## config.mk

```make
export PLATFORM = sky130hd
export DESIGN_NAME = cw_datapath
export DESIGN_NICKNAME = d
export VERILOG_FILES = /design/src/rtl/cwdp_pkg.sv /design/src/rtl/cwdp_regfile.sv /design/src/rtl/cwdp_shifter.sv /design/src/rtl/cwdp_func_unit.sv /design/src/rtl/cw_datapath.sv
export SDC_FILE = /design/constraint.sdc
export NUM_CORES = 1
export LEC_CHECK = 0
export BUFFER_PORTS_ARGS = -buffer_cell sky130_fd_sc_hd__buf_2
export CORE_ASPECT_RATIO = 2
export CORE_MARGIN = 4
export CORE_UTILIZATION = 50
export DETAILED_ROUTE_END_ITERATION = 6
export PLACE_DENSITY = 0.7
export SLEW_MARGIN = 40
export SYNTH_ARGS = -nofsm -noshare
export SYNTH_HDL_FRONTEND = slang
export SYNTH_HIERARCHICAL = 1
export SYNTH_SLANG_ARGS = --single-unit
```

## constraint.sdc

```tcl
create_clock -name clk -period 9.6 [get_ports clk]
set_input_delay 0.48 -clock clk [delete_from_list [all_inputs] [get_ports clk]]
set_output_delay 0.48 -clock clk [all_outputs]
set_load 0.02 [all_outputs]
```

## src/rtl/cwdp_pkg.sv

```systemverilog
package cwdp_pkg;
  localparam int CW_BITS   = 16;
  localparam int REG_COUNT = 8;
  localparam int RADDR_W   = $clog2(REG_COUNT);
  localparam int FSEL_W    = 4;

  typedef struct packed {
    logic [RADDR_W-1:0] dst;
    logic [RADDR_W-1:0] sela;
    logic [RADDR_W-1:0] selb;
    logic               use_const;
    logic [FSEL_W-1:0]  fsel;
    logic               use_ext;
    logic               wr_en;
  } ctrl_t;

  localparam logic [1:0] GRP_LOGIC = 2'b10;
  localparam logic [1:0] GRP_SHIFT = 2'b11;
endpackage

```

## src/rtl/cwdp_regfile.sv

```systemverilog
module cwdp_regfile #(
  parameter int W     = 8,
  parameter int DEPTH = 8,
  localparam int AW   = $clog2(DEPTH)
) (
  input  logic          clk,
  input  logic          rst,
  input  logic          we,
  input  logic [AW-1:0] waddr,
  input  logic [W-1:0]  wdata,
  input  logic [AW-1:0] raddr_a,
  input  logic [AW-1:0] raddr_b,
  output logic [W-1:0]  rdata_a,
  output logic [W-1:0]  rdata_b
);
  logic [DEPTH-1:0][W-1:0] store;
  logic [DEPTH-1:0]        wsel;

  for (genvar i = 0; i < DEPTH; i++) begin : g_dec
    assign wsel[i] = we && (waddr == AW'(i));
  end

  always_ff @(posedge clk) begin
    for (int i = 0; i < DEPTH; i++) begin
      if (rst)          store[i] <= '0;
      else if (wsel[i]) store[i] <= wdata;
    end
  end

  assign rdata_a = store[raddr_a];
  assign rdata_b = store[raddr_b];
endmodule

```

## src/rtl/cwdp_shifter.sv

```systemverilog
module cwdp_shifter #(
  parameter int W = 8
) (
  input  logic [W-1:0] din,
  input  logic [1:0]   mode,
  output logic [W-1:0] dout
);
  always_comb begin
    case (mode)
      2'b01:   dout = {1'b0, din[W-1:1]};
      2'b10:   dout = {din[W-2:0], 1'b0};
      default: dout = din;
    endcase
  end
endmodule

```

## src/rtl/cwdp_func_unit.sv

```systemverilog
module cwdp_func_unit
  import cwdp_pkg::*;
#(
  parameter int W = 8
) (
  input  logic [W-1:0]      a,
  input  logic [W-1:0]      b,
  input  logic [FSEL_W-1:0] fsel,
  output logic [W-1:0]      f,
  output logic              v,
  output logic              c,
  output logic              n,
  output logic              z
);
  logic [W-1:0] y_opnd;
  logic [W:0]   sum;
  logic [W-1:0] logic_res;
  logic [W-1:0] shift_res;
  logic         is_arith;

  always_comb begin
    case (fsel[2:1])
      2'b00:   y_opnd = '0;
      2'b01:   y_opnd = b;
      2'b10:   y_opnd = ~b;
      default: y_opnd = '1;
    endcase
  end

  assign sum = {1'b0, a} + {1'b0, y_opnd} + {{W{1'b0}}, fsel[0]};

  always_comb begin
    case (fsel[1:0])
      2'b00:   logic_res = a & b;
      2'b01:   logic_res = a | b;
      2'b10:   logic_res = a ^ b;
      default: logic_res = ~a;
    endcase
  end

  cwdp_shifter #(.W(W)) u_shift (
    .din  (b),
    .mode (fsel[1:0]),
    .dout (shift_res)
  );

  assign is_arith = ~fsel[3];

  always_comb begin
    case (fsel[3:2])
      GRP_SHIFT: f = shift_res;
      GRP_LOGIC: f = logic_res;
      default:   f = sum[W-1:0];
    endcase
  end

  assign c = is_arith & sum[W];
  assign v = is_arith & (a[W-1] == y_opnd[W-1]) & (sum[W-1] != a[W-1]);
  assign n = f[W-1];
  assign z = (f == '0);
endmodule

```

## src/rtl/cw_datapath.sv

```systemverilog
module cw_datapath
  import cwdp_pkg::*;
#(
  parameter int W = 8
) (
  input  logic               clk,
  input  logic               rst,
  input  logic [CW_BITS-1:0] ctrl_word,
  input  logic [W-1:0]       const_in,
  input  logic [W-1:0]       data_in,
  output logic [W-1:0]       addr_out,
  output logic [W-1:0]       data_out,
  output logic               flag_v,
  output logic               flag_c,
  output logic               flag_n,
  output logic               flag_z
);
  ctrl_t        cw;
  logic [W-1:0] rd_a, rd_b, bus_a, bus_b, bus_d, fu_out;

  assign cw = ctrl_t'(ctrl_word);

  cwdp_regfile #(.W(W), .DEPTH(REG_COUNT)) u_rf (
    .clk     (clk),
    .rst     (rst),
    .we      (cw.wr_en),
    .waddr   (cw.dst),
    .wdata   (bus_d),
    .raddr_a (cw.sela),
    .raddr_b (cw.selb),
    .rdata_a (rd_a),
    .rdata_b (rd_b)
  );

  assign bus_a = rd_a;
  assign bus_b = cw.use_const ? const_in : rd_b;

  cwdp_func_unit #(.W(W)) u_fu (
    .a    (bus_a),
    .b    (bus_b),
    .fsel (cw.fsel),
    .f    (fu_out),
    .v    (flag_v),
    .c    (flag_c),
    .n    (flag_n),
    .z    (flag_z)
  );

  assign bus_d    = cw.use_ext ? data_in : fu_out;
  assign addr_out = bus_a;
  assign data_out = bus_b;
endmodule

```

Word-level counts from Yosys, hierarchy flattened
Index checks and enable logic that the tools add are counted.
{ "classes": {"add_sub_neg": 2, "n_mul": 0, "div_mod_pow": 0, "order_cmp": 2, "eq_ne": 15, "shift": 0, "mux": 10, "bitwise": 9, "n_reduce_logical": 12} }
{ "op_table": {"columns": ["cell", "n"], "rows": [
  ["8-bit binary-select mux with 3-bit select", 2],
  ["8-bit case mux with 3 select lines", 2],
  ["8-bit 2-to-1 mux", 4],
  ["8-bit case mux with 2 select lines", 2],
  ["8-bit NOT", 2],
  ["3-bit equality test, second input constant", 4],
  ["8-bit by 8-bit adder with 9-bit output", 1],
  ["9-bit by 1-bit adder with 9-bit output", 1],
  ["8-bit AND", 1],
  ["2-bit equality test, second input constant", 4],
  ["1-bit logical AND", 8],
  ["8-bit logical NOT", 1],
  ["3-bit by 4-bit < comparator with 1-bit output, second input constant", 2],
  ["8-bit bitwise OR", 1],
  ["8-bit XOR", 1],
  ["3-bit by 2-bit equality test with 1-bit output, second input constant", 2],
  ["2-bit by 1-bit equality test with 1-bit output, second input constant", 2],
  ["2-bit logical NOT", 2],
  ["1-bit AND", 3],
  ["3-bit by 1-bit equality test with 1-bit output, second input constant", 1],
  ["3-bit logical NOT", 1],
  ["1-bit equality test", 1],
  ["1-bit != test", 1],
  ["1-bit NOT", 1]
]} }
{ "totals": {"reg_bits": 64, "latch_bits": 0, "ramBits": 0, "rom_bits": 0, "output_inout_bits": 20, "elab_cells": 58, "n_memories": 0} }

Longest topological paths before layout
Gate-level depths: netlist (run 1).
{ "logic_depth": {"word_depth": 9, "ltp_mapped": 18} }

Cells and area by module
The synthesis (run 1) kept the hierarchy.
{ "by_module_without_submodules": {"columns": ["mod", "instances", "cells_each", "area_per_inst_um2", "seq_area_each_um2"], "rows": [
  ["cwdp_regfile", 1, 330, 3442.1, 1281.2],
  ["cwdp_func_unit", 1, 148, 1176.1, 0.0],
  ["cw_datapath", 1, 18, 262.8, 0.0],
  ["cwdp_shifter", 1, 29, 162.7, 0.0]
]} }

Worst setup path before layout (run 1)
No wires, ideal clock.
{ "synth_timing": {"path_kind": "input-to-reg", "startpoint": "input ctrl_word[7]", "endpoint": "register u_rf/store[7] in the netlist's numbering", "arrival_ns": 4.823, "setup_slack_ns": 4.706, "path_stages": 17, "path_cell_list": "clkbuf_1 mux4_1 mux2_2 mux2_4 mux2i_1 inv_1 ha_1 nor2b_1 o31a_1 o221ai_1 mux2_2 o21ai_0 buf_4 mux2_4 clkbuf_1 nand2_1 a21oi_1"} }
{ "synth_via": {"elab_chain_len": 9, "elab_cells_between_ends": 14, "cone_classes": "2 x add/sub; 8 x mux; 4 x bitwise"} }
{ "synth_rtl": {"columns": ["element", "line", "text"], "rows": [
  ["start: declaration", "cw_datapath.sv:8", "input logic [CW_BITS-1:0] ctrl_word,"],
  ["8-bit binary-select mux with 3-bit select (*)", "cwdp_regfile.sv:31", "assign rdata_b = store[raddr_b];"],
  ["8-bit 2-to-1 mux (not written as such) (*)", "cwdp_regfile.sv:31", null],
  ["named net rd_b[1]", "cw_datapath.sv:19", "logic [W-1:0] rd_a, rd_b, bus_a, bus_b, bus_d, fu_out;"],
  ["8-bit 2-to-1 mux (*)", "cw_datapath.sv:36", "assign bus_b = cw.use_const ? const_in : rd_b;"],
  ["named net data_out[1]", "cw_datapath.sv:12", "output logic [W-1:0] data_out,"],
  ["8-bit NOT", "cwdp_func_unit.sv:25", "2'b10: y_opnd = ~b;"],
  ["8-bit case mux with 3 select lines (*)", "cwdp_func_unit.sv:22", "case (fsel[2:1])"],
  ["8-bit by 8-bit adder with 9-bit output (*)", "cwdp_func_unit.sv:30", "assign sum = {1'b0, a} + {1'b0, y_opnd} + {{W{1'b0}}, fsel[0]};"],
  ["9-bit by 1-bit adder with 9-bit output (*)", "cwdp_func_unit.sv:30", null],
  ["8-bit case mux with 2 select lines (*)", "cwdp_func_unit.sv:50", "case (fsel[3:2])"],
  ["named net flag_n", "cw_datapath.sv:15", "output logic flag_n,"],
  ["8-bit 2-to-1 mux (*)", "cw_datapath.sv:49", "assign bus_d = cw.use_ext ? data_in : fu_out;"],
  ["named net bus_d[7]", "cw_datapath.sv:19", null],
  ["end signal: indexed assignment", "cwdp_regfile.sv:26", "else if (wsel[i]) store[i] <= wdata;"],
  ["end: declaration", "cwdp_regfile.sv:16", "logic [DEPTH-1:0][W-1:0] store;"]
]} }
Mark *: on every way through the listed nets, which the timed path passes. The rest lies on a longest branch. The select of a mux whose other input is x is not followed.
A chain may end at the register's enable or synchronous reset.

Worst setup path after layout (run 1)
{ "layout_timing": {"startpoint": "input ctrl_word[9]", "endpoint": "output flag_z"} }
{ "layout_via": {"elab_chain_len": 9, "elab_cells_between_ends": 14, "cone_classes": "2 x add/sub; 7 x mux; 4 x bitwise; 1 x reduce/logical"} }
{ "layout_rtl": {"columns": ["element", "line", "text"], "rows": [
  ["8-bit binary-select mux with 3-bit select (*)", "cwdp_regfile.sv:31", null],
  ["8-bit 2-to-1 mux (not written as such) (*)", "cwdp_regfile.sv:31", null],
  ["named net rd_b[0]", "cw_datapath.sv:19", null],
  ["8-bit 2-to-1 mux (*)", "cw_datapath.sv:36", null],
  ["8-bit NOT", "cwdp_func_unit.sv:25", null],
  ["8-bit case mux with 3 select lines (*)", "cwdp_func_unit.sv:22", null],
  ["8-bit by 8-bit adder with 9-bit output (*)", "cwdp_func_unit.sv:30", null],
  ["9-bit by 1-bit adder with 9-bit output (*)", "cwdp_func_unit.sv:30", null],
  ["8-bit case mux with 2 select lines (*)", "cwdp_func_unit.sv:50", null],
  ["named net fu_out[6]", "cw_datapath.sv:19", null],
  ["8-bit logical NOT (*)", "cwdp_func_unit.sv:60", "assign z = (f == '0);"],
  ["end: declaration", "cw_datapath.sv:16", "output logic flag_z"]
]} }
Marks and branches as above.

==> flow_metrics.env, run 1 <==
export IMPL_rsz0062_at_grt="no"
export IMPL_synth_edf_count=0
export IMPL_hold_class="reg -> reg"
export IMPL_cts_resized=0
export IMPL_reg2reg_slack_ns=5.41
export IMPL_finalSetupTns_ns=0
export IMPL_drt_drc_violations_left=0
export IMPL_dieArea_um2=11900
export IMPL_post_drt_wl_per_cell_um=21.1
export IMPL_drtAntennaViolNets=0
export IMPL_grt_ovfl_total=0
export IMPL_clock_skew_ns=0.00701
export IMPL_crit_path_max_incr_delay_ns=0.60
export IMPL_end_kind="output pin"
export IMPL_place_gp_congestion=0.940
export IMPL_cp_max_fo=16
export IMPL_power_density_nw_per_um2=131
export IMPL_fillers=885
export IMPL_max_freq_mhz=197
export IMPL_drt_initial_drc_count=225
export IMPL_post_cts_setup_buffer_count=0
export IMPL_critPathArrivalTime_ns=4.61
export IMPL_yosysTopAreaCellShare_pct=25.4
export IMPL_synth_warnings=6
export IMPL_synthFlopType="dfxtp_1"
export IMPL_cts_buffers=9
export IMPL_yosys_area_top_type="dfxtp_1"
export IMPL_setup_viol=0
export IMPL_maxSlewViolCount=0
export IMPL_grt_usage_pct=24.7
export IMPL_syn_to_final_growth_pct=9.85
export IMPL_cpMaxStageDelayCell="mux4_1"
export IMPL_dieWidth_um=79.0
export IMPL_layout_common_cells="nand2_1, dfxtp_1, buf_2"
export IMPL_critPathRequiredTime_ns=9.12
export IMPL_finish_net_count=606
export IMPL_regMostFlops="u_rf/store"
export IMPL_peakVddDrop_v=0.0000916
export IMPL_worstMarginPinSlew_ns=0.702
export IMPL_netlist_instances=525
export IMPL_vias_per_cell=6.01
export IMPL_io_pins=54
export IMPL_drt_total_wl_um=14400
export IMPL_critical_path_startpoint_type="primary input"
export IMPL_synth_seq_cells=64
export IMPL_reg_top3="u_rf/store: 64 flops"
export IMPL_final_common_cell="nand2_1"
export IMPL_finalCriticalPeriod_ns=5.09
export IMPL_drv_cap=0
export IMPL_crit_start="ctrl_word[9]"
export IMPL_syn_nets=586
export IMPL_grt_pass1_vias=4032
export IMPL_worstPathCellList="buf_2, mux4_1, mux2_2, mux2_4, mux2i_1, fa_1, fa_1, nand2b_1, a21o_1, a21boi_0, o31ai_1, or3_1, nor4b_2, buf_2"
export IMPL_synth_area_leaders="dfxtp_1, mux4_1, nand2_1, ha_1, mux2i_1"
export IMPL_antenna_found_initial=0
export IMPL_hpwlAfterDp_um=10800
export IMPL_cts_tree="yes"
export IMPL_clkLatencyLatePin_ns=0.33
export IMPL_diodes=0
export IMPL_syn_cell_area_um2=5040
export IMPL_grt_pass1_wl_um=21800
export IMPL_criticalPathCategory="in -> out"
export IMPL_floorplan_initialDensity_pct=51.3
export IMPL_yosysSeqAreaShare_pct=25.4
export IMPL_largest_reg_flops=64
export IMPL_io_buffers=53
export IMPL_root_buffer="clkbuf_16"
export IMPL_multi_input_area_um2=3400
export IMPL_power_leakage_nw=2.35
export IMPL_vias=4099
export IMPL_cts_clk_slew_worst_paths_ns=0.05
export IMPL_register_area_um2=1280
export IMPL_status="complete, no violations"
export IMPL_timing_rr_start="u_rf/store[33]$_SDFFE_PP0P_"
export IMPL_finalHoldViolCount=0
export IMPL_rows=51
export IMPL_grt_max_degree=65
export IMPL_core_um2=9830
export IMPL_avgSynthCellArea_um2=9.61
export IMPL_clkSinkCount=64
export IMPL_fin_crit_sh_pct=53.0
export IMPL_htreeDepth=3
export IMPL_synth_async_reset_ratio_pct=0
export IMPL_post_route_util_pct=56.4
export IMPL_firstDrtPassIters=4
export IMPL_slew_headroom_pct=53.0
export IMPL_drive_above_1_share_pct=22.4
export IMPL_clock_path_buffers=2
export IMPL_die_h_um=150
export IMPL_cts_hold_buf=0
export IMPL_synth_cell_types=51
export IMPL_worstHoldStart="u_rf/store[3]$_SDFFE_PP0P_"
## critical path, delay by kind of cell
family / cells / cell delay [ns]
AND/OR/NAND/NOR: 3 / 0.80
AO/OA/AOI/OAI: 3 / 0.56
multiplexers: 4 / 1.32
adder cells (fa/ha/maj): 2 / 0.86
buffers and inverters: 2 / 0.59
## cells by family (layout without fill, tap and decap cells)
group,Yosys count,count (layout),synth area share (%)
and+or+nand+nor,159,159,14.4
muxes,107,107,35.2
DFF,64,64,25.4
AOI/OAI and AO/OA,86,86,10.0
buffers and inverters,81,106,7.76
adders and majority gates,27,27,7.00
xor gates and xnor gates,1,1,0.174
## worst paths after layout
check,cells after the start,endpoint
worst min register to register,2,u_rf/store[3]$_SDFFE_PP0P_
worst max-delay path,14,flag_z
worst min-delay path,2,u_rf/store[3]$_SDFFE_PP0P_
worst max register to register,14,u_rf/store[63]$_SDFFE_PP0P_
## cells in the mapped netlist, types with 3 or more instances
| master | instances |
|---|---|
| nor2_1 | 33 |
| mux2_4 | 16 |
| o21ai_0 | 12 |
| mux4_1 | 32 |
| a21o_1 | 3 |
| nand2b_1 | 5 |
| nand3_1 | 4 |
| mux4_2 | 6 |
| o21a_1 | 4 |
| ha_1 | 25 |
| and4b_1 | 3 |
| or3_1 | 3 |
| nor4bb_1 | 3 |
| mux2_2 | 24 |
| a21oi_1 | 46 |
| mux2i_1 | 29 |
| nand2_1 | 93 |
| inv_1 | 33 |
| buf_1 | 3 |
| nand4b_1 | 3 |
| buf_6 | 5 |
| a22oi_1 | 6 |
| buf_2 | 12 |
| dfxtp_1 | 64 |
| clkbuf_1 | 23 |
## per-layer routing
metal | up-vias | global-route usage (%) | share of wire [%]
li1 | 1926 | - | -
met1 | 1961 | 25.2 | 35
met2 | 160 | 45.7 | 54
met3 | 52 | 2.89 | 4.3
met4 | 0 | 16.4 | 6.5
met5 | - | 0 | 0
## stage by stage
| stage | cell area, um2 | hold slack [ns] | setup slack [ns] | cells | power [mW] |
|---|---|---|---|---|---|
| 3_5_place_dp | 5260 | 0.457 | 4.51 | 666 | 0.433 |
| 3_3_place_gp | 5250 | 0.447 | 4.58 | 666 | 0.430 |
| 2_1_floorplan | 5040 | 0.440 | 4.71 | 525 | 0.396 |
| 5_1_grt | 5540 | 0.486 | 4.33 | 682 | 0.755 |
| 6_report | 5540 | 0.464 | 4.51 | 682 | 0.728 |
| 4_1_cts | 5540 | 0.464 | 4.52 | 682 | 0.734 |
## area by class of cell
cell class	instances	share of cell area, %
Clock inverter	2	0.248
Inverter	34	2.30
Timing Repair Buffer	56	5.24
Clock buffer	14	4.77
Multi-Input combinational cell	380	61.3
Tap cell	132	2.98
Sequential cell	64	23.1
## power breakdown
part / total [mW] / internal (mW) / switching [mW]
clock: 0.298 / 0.189 / 0.110
sequential: 0.277 / 0.272 / 0.00421
combinational: 0.153 / 0.0632 / 0.0893
(Power assumes the default switching activity.)
==> run 2: changes to the inputs <==
- clock period: 9.6 -> 4.9 ns (I/O delays scaled with it)
==> run 2 against run 1 <==
Against the previous run: clock power is 110% higher; wire length is 5.1% higher; clock-buffer cell count is 2 lower; worst setup slack worse by 4.1 ns; sequential share of layout area is 0.11 points lower; hold slack worse by 0.086 ns; final area is 0.47% higher; utilization is 0.27 points higher; sequential power is 96% higher; via count is 3.8% higher; register-to-register slack worse by 4.6 ns; die area stayed put; largest cell class unchanged; largest power group unchanged.
==> flow_metrics.env, run 2 (synthesis gave the netlist of run 1 again) <==
export IMPL_critical_path_buf_inv_count=1
export IMPL_switching_share_pct=28.0
export IMPL_worstPathCellList="mux4_1, mux2_2, mux2_4, mux2i_1, fa_1, fa_1, nand2b_1, a21o_1, a21boi_0, o31ai_1, or3_1, nor4b_2, buf_2"
export IMPL_netSwitchingPower_mw=0.409
export IMPL_drive_above_1_share_pct=22.8
export IMPL_drt_initial_drc_count=215
export IMPL_cts_tree="yes"
export IMPL_floorplan_initialDensity_pct=51.3
export IMPL_grt_pass1_wl_um=22300
export IMPL_power_density_nw_per_um2=262
export IMPL_p_int_mw=1.05
export IMPL_fin_crit_sh_pct=92.2
export IMPL_fillers=911
export IMPL_htreeDepth=3
export IMPL_diodes=0
export IMPL_clock_skew_ns=0.00914
export IMPL_critical_path_startpoint_type="register"
export IMPL_cp_max_fo=6
export IMPL_worst_r2r_endpoint="u_rf/store[15]$_SDFFE_PP0P_"
export IMPL_finalSetupTns_ns=0
export IMPL_dieWidth_um=79.0
export IMPL_multi_input_area_um2=3400
export IMPL_dieArea_um2=11900
export IMPL_instances_no_fill=685
export IMPL_grt_max_degree=65
export IMPL_cts_resized=0
export IMPL_place_gp_congestion=0.948
export IMPL_pwr_share_seq_pct=37.2
export IMPL_root_buffer="clkbuf_16"
export IMPL_io_buffers=53
export IMPL_drv_cap=0
export IMPL_register_area_um2=1280
export IMPL_power_leakage_nw=2.37
export IMPL_clockPowerShare_pct=41.9
export IMPL_worstMarginPinSlew_ns=0.726
export IMPL_crit_path_frequent_cell="fa_1"
export IMPL_worstHoldStart="data_in[0]"
export IMPL_power_share_combinational_pct=20.9
export IMPL_io_pins=54
export IMPL_status="complete, no violations"
export IMPL_end_kind="output pin"
export IMPL_finalCriticalPeriod_ns=4.52
export IMPL_criticalPathCategory="reg -> out"
export IMPL_slew_headroom_pct=51.4
export IMPL_grt_usage_pct=25.4
export IMPL_rows=51
export IMPL_core_um2=9830
export IMPL_grt_ovfl_total=0
export IMPL_holdPathEnd="u_rf/store[8]$_SDFFE_PP0P_"
export IMPL_hold_class="in -> reg"
export IMPL_clkLatencyLatePin_ns=0.33
export IMPL_ff2ff_path_depth=14
export IMPL_place_inst=669
export IMPL_finish_net_count=609
export IMPL_post_drt_wl_per_cell_um=22.1
export IMPL_hpwlAfterDp_um=11300
export IMPL_reg2reg_slack_ns=0.80
export IMPL_critPathArrivalTime_ns=4.27
export IMPL_crit_path_max_incr_delay_ns=0.50
export IMPL_drt_drc_violations_left=0
export IMPL_maxSlewViolCount=0
export IMPL_antenna_found_initial=0
export IMPL_vias_per_cell=6.21
export IMPL_die_h_um=150
export IMPL_clock_path_buffers=2
export IMPL_drt_total_wl_um=15200
export IMPL_syn_to_final_growth_pct=10.4
export IMPL_clkSinkCount=64
export IMPL_timing_rr_start="u_rf/store[33]$_SDFFE_PP0P_"
export IMPL_post_cts_setup_buffer_count=0
export IMPL_setup_viol=0
export IMPL_rsz0062_at_grt="no"
export IMPL_drtAntennaViolNets=0
export IMPL_critPathTopFamily="multiplexers"
export IMPL_grt_pass1_vias=4168
export IMPL_largest_reg_flops=64
export IMPL_cpMaxStageDelayCell="mux4_1"
export IMPL_cts_hold_buf=0
export IMPL_vias=4255
export IMPL_critPathRequiredTime_ns=4.66
export IMPL_peakVddDrop_v=0.000161
export IMPL_reg_top3="u_rf/store: 64 flops"
export IMPL_hold_depth=4
export IMPL_post_route_util_pct=56.6
export IMPL_max_freq_mhz=221
export IMPL_cts_buffers=9
export IMPL_finalHoldViolCount=0
export IMPL_cts_clk_slew_worst_paths_ns=0.05
export IMPL_final_common_cell="nand2_1"
export IMPL_firstDrtPassIters=5
export IMPL_regMostFlops="u_rf/store"
export IMPL_layout_common_cells="nand2_1, dfxtp_1, buf_2"
-- run 2: changes by cell type in the layout (fill, tap and decap cells not counted), sizes merged --
cell	change
clkinv	+1
bufinv	+1
buf	+3
clkbuf	-2
-- run 2: area by class of cell --
class	count	area share, %
tap	132	2.97
clock inverter	4	0.809
timing repair buffer	59	5.62
multi-input combinational	380	61.0
inverter	34	2.29
clock buffer	12	4.25
sequential	64	23.0
-- run 2: worst max-delay path by stage --
stage | endpoint | from | slack (ns) | cells past startpoint
2_1_floorplan | u_rf/store[7]$_SDFFE_PP0P_ | ctrl_word[7] | 0.24 | 17
6_report | flag_z | u_rf/store[24]$_SDFFE_PP0P_ | 0.38 | 13
5_1_grt | flag_z | u_rf/store[24]$_SDFFE_PP0P_ | 0.24 | 13
4_1_cts | flag_z | u_rf/store[24]$_SDFFE_PP0P_ | 0.38 | 13
3_5_place_dp | flag_z | ctrl_word[7] | 0.40 | 14
3_3_place_gp | flag_z | ctrl_word[7] | 0.49 | 14
-- run 2: power by group through the flow --
stage	clock network, mW	logic, mW	registers [mW]
6_report	0.611	0.305	0.542
5_1_grt	0.633	0.325	0.543
4_1_cts	0.616	0.300	0.542
3_3_place_gp	0	0.292	0.551
2_1_floorplan	0	0.226	0.550
3_5_place_dp	0	0.299	0.553
-- run 2: worst reg2reg max path, delay by kind of cell (launching register included) --
| family | cells | cell delay, ns |
|---|---|---|
| flops | 1 | 0.32 |
| mux | 7 | 2.12 |
| simple gates | 2 | 0.26 |
| compound gates | 3 | 0.98 |
| fa+ha+maj | 1 | 0.27 |
| buf+inv | 1 | 0.08 |
-- run 2: per-stage QoR --
step	hold WS, ns	setup slack [ns]	power [mW]	area [um2]
floorplan	0.440	0.241	0.776	5040
global placement	0.446	0.491	0.843	5270
detailed placement	0.460	0.398	0.851	5290
CTS	0.371	0.376	1.46	5570
global route	0.402	0.242	1.50	5570
finish	0.378	0.382	1.46	5570
-- run 2: per-layer routing --
layer,vias to the layer above,track usage [%],share of wire [%]
li1,1943,-,-
met1,2068,24.3,34
met2,189,47.8,54
met3,55,3.49,4.6
met4,0,18.6,6.9
met5,-,0,0
